`src/rtl/regbank_pkg.sv`:
```
package regbank_pkg;
  localparam int CODE_W    = 3;
  localparam int NUM_SLOTS = 1 << CODE_W;

  typedef enum logic [CODE_W-1:0] {
    SLOT_B    = 3'd0,
    SLOT_C    = 3'd1,
    SLOT_D    = 3'd2,
    SLOT_E    = 3'd3,
    SLOT_H    = 3'd4,
    SLOT_L    = 3'd5,
    SLOT_NONE = 3'd6,
    SLOT_ACC  = 3'd7
  } slot_code_e;
endpackage

```
`src/rtl/regbank_rd_decoder.sv`:
```
module regbank_rd_decoder #(
  parameter int CODE_W = 3,
  parameter int SKIP   = 6,
  localparam int N     = 1 << CODE_W
) (
  input  logic              en_i,
  input  logic [CODE_W-1:0] code_i,
  output logic [N-1:0]      sel_o
);
  for (genvar i = 0; i < N; i++) begin : g_sel
    if (i == SKIP) begin : g_res
      assign sel_o[i] = 1'b0;
    end else begin : g_hit
      assign sel_o[i] = en_i && (code_i == CODE_W'(i));
    end
  end
endmodule

```
`src/rtl/regbank_storage.sv`:
```
module regbank_storage #(
  parameter int DATA_W = 8,
  parameter int CODE_W = 3,
  parameter int SKIP   = 6,
  localparam int N     = 1 << CODE_W
) (
  input  logic                       clk,
  input  logic                       rst_n,
  input  logic                       wr_en_i,
  input  logic [CODE_W-1:0]          wr_code_i,
  input  logic [DATA_W-1:0]          wr_data_i,
  output logic [N-1:0][DATA_W-1:0]   q_o
);
  for (genvar i = 0; i < N; i++) begin : g_slot
    if (i == SKIP) begin : g_res
      assign q_o[i] = '0;
    end else begin : g_reg
      logic              hit;
      logic [DATA_W-1:0] val_q;
      assign hit = wr_en_i && (wr_code_i == CODE_W'(i));
      always_ff @(posedge clk or negedge rst_n) begin
        if (!rst_n)   val_q <= '0;
        else if (hit) val_q <= wr_data_i;
      end
      assign q_o[i] = val_q;
    end
  end
endmodule

```
`src/rtl/regbank_bus_mux.sv`:
```
module regbank_bus_mux #(
  parameter int DATA_W = 8,
  parameter int N      = 8
) (
  input  logic                     mbr_oe_i,
  input  logic [DATA_W-1:0]        mbr_i,
  input  logic                     tmp_oe_i,
  input  logic [DATA_W-1:0]        tmp_i,
  input  logic [N-1:0]             rd_sel_i,
  input  logic [N-1:0][DATA_W-1:0] regs_i,
  input  logic                     src_oe_i,
  input  logic [DATA_W-1:0]        src_i,
  output logic [DATA_W-1:0]        bus_o
);
  logic [DATA_W-1:0] reg_val;
  logic              reg_hit;

  always_comb begin
    reg_val = '0;
    for (int i = 0; i < N; i++) begin
      if (rd_sel_i[i]) reg_val = reg_val | regs_i[i];
    end
    reg_hit = |rd_sel_i;
  end

  always_comb begin
    if (mbr_oe_i)      bus_o = mbr_i;
    else if (tmp_oe_i) bus_o = tmp_i;
    else if (reg_hit)  bus_o = reg_val;
    else if (src_oe_i) bus_o = src_i;
    else               bus_o = '0;
  end
endmodule

```
`src/rtl/regbank_core.sv`:
```
module regbank_core
  import regbank_pkg::*;
#(
  parameter int DATA_W = 8
) (
  input  logic                  clk,
  input  logic                  rst_n,
  input  logic [2*CODE_W-1:0]   ir_i,
  input  logic                  rd_dec_en_i,
  input  logic                  wr_dec_en_i,
  input  logic                  tmp_ld_i,
  input  logic                  tmp_oe_i,
  input  logic                  mbr_ld_ext_i,
  input  logic                  mbr_ld_bus_i,
  input  logic                  mbr_int_oe_i,
  input  logic                  mbr_ext_oe_i,
  input  logic [DATA_W-1:0]     ext_data_i,
  output logic [DATA_W-1:0]     ext_data_o,
  output logic                  ext_data_oe_o,
  input  logic                  src_en_i,
  input  logic [DATA_W-1:0]     src_data_i,
  output logic [DATA_W-1:0]     bus_o,
  output logic [DATA_W-1:0]     acc_o
);
  localparam int SKIP = int'(SLOT_NONE);

  logic [CODE_W-1:0]                rd_code, wr_code;
  logic [NUM_SLOTS-1:0]             rd_sel;
  logic [NUM_SLOTS-1:0][DATA_W-1:0] regs;
  logic [DATA_W-1:0]                tmp_q, mbr_q, bus;

  assign rd_code = ir_i[CODE_W-1:0];
  assign wr_code = ir_i[2*CODE_W-1:CODE_W];

  regbank_rd_decoder #(.CODE_W(CODE_W), .SKIP(SKIP)) u_rd_dec (
    .en_i   (rd_dec_en_i),
    .code_i (rd_code),
    .sel_o  (rd_sel)
  );

  regbank_storage #(.DATA_W(DATA_W), .CODE_W(CODE_W), .SKIP(SKIP)) u_store (
    .clk       (clk),
    .rst_n     (rst_n),
    .wr_en_i   (wr_dec_en_i),
    .wr_code_i (wr_code),
    .wr_data_i (bus),
    .q_o       (regs)
  );

  regbank_bus_mux #(.DATA_W(DATA_W), .N(NUM_SLOTS)) u_mux (
    .mbr_oe_i (mbr_int_oe_i),
    .mbr_i    (mbr_q),
    .tmp_oe_i (tmp_oe_i),
    .tmp_i    (tmp_q),
    .rd_sel_i (rd_sel),
    .regs_i   (regs),
    .src_oe_i (src_en_i),
    .src_i    (src_data_i),
    .bus_o    (bus)
  );

  always_ff @(posedge clk or negedge rst_n) begin
    if (!rst_n)        tmp_q <= '0;
    else if (tmp_ld_i) tmp_q <= bus;
  end

  always_ff @(posedge clk or negedge rst_n) begin
    if (!rst_n)            mbr_q <= '0;
    else if (mbr_ld_ext_i) mbr_q <= ext_data_i;
    else if (mbr_ld_bus_i) mbr_q <= bus;
  end

  assign ext_data_o    = mbr_ext_oe_i ? mbr_q : '0;
  assign ext_data_oe_o = mbr_ext_oe_i;
  assign bus_o         = bus;
  assign acc_o         = regs[int'(SLOT_ACC)];
endmodule

```
`config.mk`:
```
export PLATFORM = sky130hd
export DESIGN_NAME = regbank_core
export DESIGN_NICKNAME = d
export VERILOG_FILES = /design/src/rtl/regbank_pkg.sv /design/src/rtl/regbank_rd_decoder.sv /design/src/rtl/regbank_storage.sv /design/src/rtl/regbank_bus_mux.sv /design/src/rtl/regbank_core.sv
export SDC_FILE = /design/constraint.sdc
export NUM_CORES = 1
export LEC_CHECK = 0
export ABC_AREA = 1
export BUFFER_PORTS_ARGS = -buffer_cell sky130_fd_sc_hd__buf_2
export CAP_MARGIN = 20
export CORE_MARGIN = 2
export CORE_UTILIZATION = 57
export CTS_CLUSTER_DIAMETER = 50
export DETAILED_ROUTE_END_ITERATION = 12
export GPL_TIMING_DRIVEN = 1
export HOLD_SLACK_MARGIN = 0.12
export PLACE_DENSITY_LB_ADDON = 0.05
export REMOVE_ABC_BUFFERS = 1
export SYNTH_ARGS = -nofsm -noshare
export SYNTH_HDL_FRONTEND = slang
export SYNTH_SLANG_ARGS = --single-unit
```
`constraint.sdc`:
```
create_clock -name clk -period 1.7 [get_ports clk]
set_clock_uncertainty 0.1 [all_clocks]
set_input_delay 0.34 -clock clk [delete_from_list [all_inputs] [get_ports clk]]
set_output_delay 0.34 -clock clk [all_outputs]
set_load 0.01 [all_outputs]
```
==> flow_metrics.py <==
metrics = {
    "routing": {
        "final_antenna_net_count": 0,
        "drc_errors": 0,
        "drt-initial-drc-count": 264,
        "routed_wl_um": 11300,
        "first_pass_iters": 7,
        "avgRoutedWirePerCell_um": 15.5,
        "routed_via_density": 5.39,
        "vias": 3919,
    },
    "min_path": {
        "min_path_type": "input port to flip-flop",
    },
    "power_and_ir_drop": {
        "p_per_area_nw_per_um2": 980,
        "ir_drop_mv": 0.619,
        "power.total_uw": 4750,
        "p_leak_uw": 0.00285,
    },
    "setup_path": {
        "critPathCaptureType": "output pin",
        "criticalPathCategory": "flip-flop to output pin",
        "cp_max_fo": 3,
        "cp_data_arrival_time_ns": 1.51,
        "crit_path_start_kind": "flip-flop",
        "cp_data_required_time_ns": 1.26,
    },
    "global_route": {
        "grt_usage_pct": 30.3,
        "grt_pass1_vias": 3549,
        "grt_max_degree": 73,
        "grt_pass1_wl_um": 17200,
        "grt-ovfl-total": 0,
        "antenna_found_initial": 0,
    },
    "final_layout": {
        "area_growth_pct": 26.3,
        "fin_nets": 679,
        "antennaDiodeCount": 0,
        "drive_gt1_share_pct": 22.8,
    },
    "die": {
        "boundaryPins": 58,
        "die_y_um": 86.1,
        "start_util_pct": 59.8,
        "core_um2": 6420,
        "die_w_um": 86.1,
        "die_area_um2": 7410,
        "rows": 29,
    },
    "timing": {
        "fin_ws_ns": -0.248,
        "finalCriticalPeriod_ns": 1.95,
        "period_share_pct": 115,
        "setup_viol": 8,
        "drv_slew": 0,
        "relSlewSlack_pct": 66.3,
        "whs_ns": 0.123,
        "hold_viol": 0,
        "rsz0062_at_grt": "yes",
        "max_freq_mhz": 513,
        "tightest_slew_ns": 0.503,
    },
    "placed_design": {
        "portBuffers": 57,
        "gp_congestion": 0.886,
        "dp_hpwl_um": 7380,
        "post-place-ws_ns": -0.202,
    },
    "clock_tree": {
        "tritoncts": "built",
        "clk_pin_slew_ns": 0.08,
        "clk_latency_ns": 0.35,
        "cts_buffers": 9,
        "clock_sink_count": 72,
        "cts_max_path_buffers": 2,
        "ctsRootBufferMaster": "clkbuf_8",
        "htreeDepth": 3,
    },
    "status": {
        "status": "complete, but fails checks",
        "violations": "negative setup slack",
    },
    "logic_synthesis": {
        "avgSynthCellArea_um2": 6.83,
        "synth_top_area_share_pct": 46.9,
        "ys_types": 14,
        "seq_area_frac_synth_pct": 46.9,
        "yosysWarningCount": 0,
        "ys_ff_latch": 72,
        "synthTopCellsByArea": "dfrtp_1 47%, nand2_1 28%, nand3_1 7.4%",
        "syn_inst": 562,
        "syn_area_um2": 3840,
        "synth_top_cell_by_area": "dfrtp_1",
    },
    "job": {
        "cap_violations": 0,
    },
}
-- what timing repair did --
action / CTS / global route
hold buffers: 1 / 0
pin swaps: 9 / 16
gates resized for setup: 23 / 25
gates cloned: 0 / 2
endpoints found under the hold margin: 72 / 0
setup endpoints to repair: 8 / 8
buffers inserted: 4 / 6
-- state kept, by name, indices dropped and copies added, names as in the netlist --
register / flops
tmp_q: 8
u_store.g_slot.g_reg.val_q: 56
mbr_q: 8
-- where the power goes --
part,internal [µW],total [µW],switching [µW]
clock,752,1400,651
sequential,2020,2240,219
combinational,468,1100,637
total,3240,4750,1510
-- per-layer routing --
layer	GRT usage, %	part of all wire [%]
met1	40.7	40
met2	47.2	47
met3	4.43	8.6
met4	17.2	4.6
met5	0	0
-- placed cells by master (no fill, tap or decap), drive strengths merged --
cell type,netlist,layout
nand2,296,296
buf,13,90
dfrtp,72,72
nand3,57,57
nor2,56,56
inv,53,53
clkbuf,7,13
a22oi,8,8
clkinvlp,0,2
clkinv,0,1
bufinv,0,1
dlygate4sd3,0,1
-- Yosys cell counts --
cell / instances
nand2_2: 7
nor2_2: 3
dfrtp_1: 72
buf_2: 3
inv_2: 3
a22oi_1: 8
nor2_1: 51
clkbuf_1: 7
nand2_4: 2
inv_1: 50
nand2_1: 287
nand3_1: 57
buf_4: 10
nor2_4: 2
-- cell type report --
cell class              count  area [µm²]
multi-input cells         417        1820
clock inverters             4        53.8
flip-flops and latches     72        1800
well taps                  77        96.3
repair buffers             93         713
clock buffers              11         151
fillers                   501        1580
inverters                  53         206
-- worst max-delay path: stages (launching register included) --
cell and delay (ns):
dfrtp_1 0.44, nand2_1 0.11, nand2_1 0.08, nor2_2 0.13
nand3_1 0.09, nand2_1 0.10, nand2_2 0.08, buf_6 0.12
-- worst paths after layout --
path / end / slack, ns / start / cells after the start
hold / removal: mbr_q[2] / 0.12 / ext_data_i[2] / 3
setup reg to reg: u_store.g_slot[7].g_reg.val_q[7] / 0.02 / u_store.g_slot[7].g_reg.val_q[7] / 10
max in group asynchronous: u_store.g_slot[5].g_reg.val_q[4] / 0.75 / rst_n / 3
min in group asynchronous: u_store.g_slot[1].g_reg.val_q[3] / 0.44 / rst_n / 3
hold reg to reg: u_store.g_slot[3].g_reg.val_q[5] / 0.38 / u_store.g_slot[3].g_reg.val_q[5] / 2
setup / recovery: bus_o[7] / -0.25 / u_store.g_slot[7].g_reg.val_q[7] / 7
-- logic make-up (layout without fill, tap and decap cells) --
kind of cell	count (synthesis)	count (layout)	share of synthesized area, %
AO/OA/AOI/OAI	8	8	1.56
flip-flops	72	72	46.9
AND/OR/NAND/NOR	409	409	43.3
buffers and inverters	73	161	8.21
-- through the flow --
stage / TNS [ns] / utilization, % / cells / instance area (µm²)
final: -1.35 / 75.5 / 727 / 4850
after global routing: -1.72 / 75.5 / 727 / 4850
after CTS: -1.12 / 72.8 / 719 / 4680
after detailed placement: -8.63 / 67.6 / 699 / 4340
after global placement: -8.00 / 67.6 / 699 / 4340
after floorplan: -7.66 / - / 542 / 3720
No activity file was read; power rests on OpenSTA's default activity.
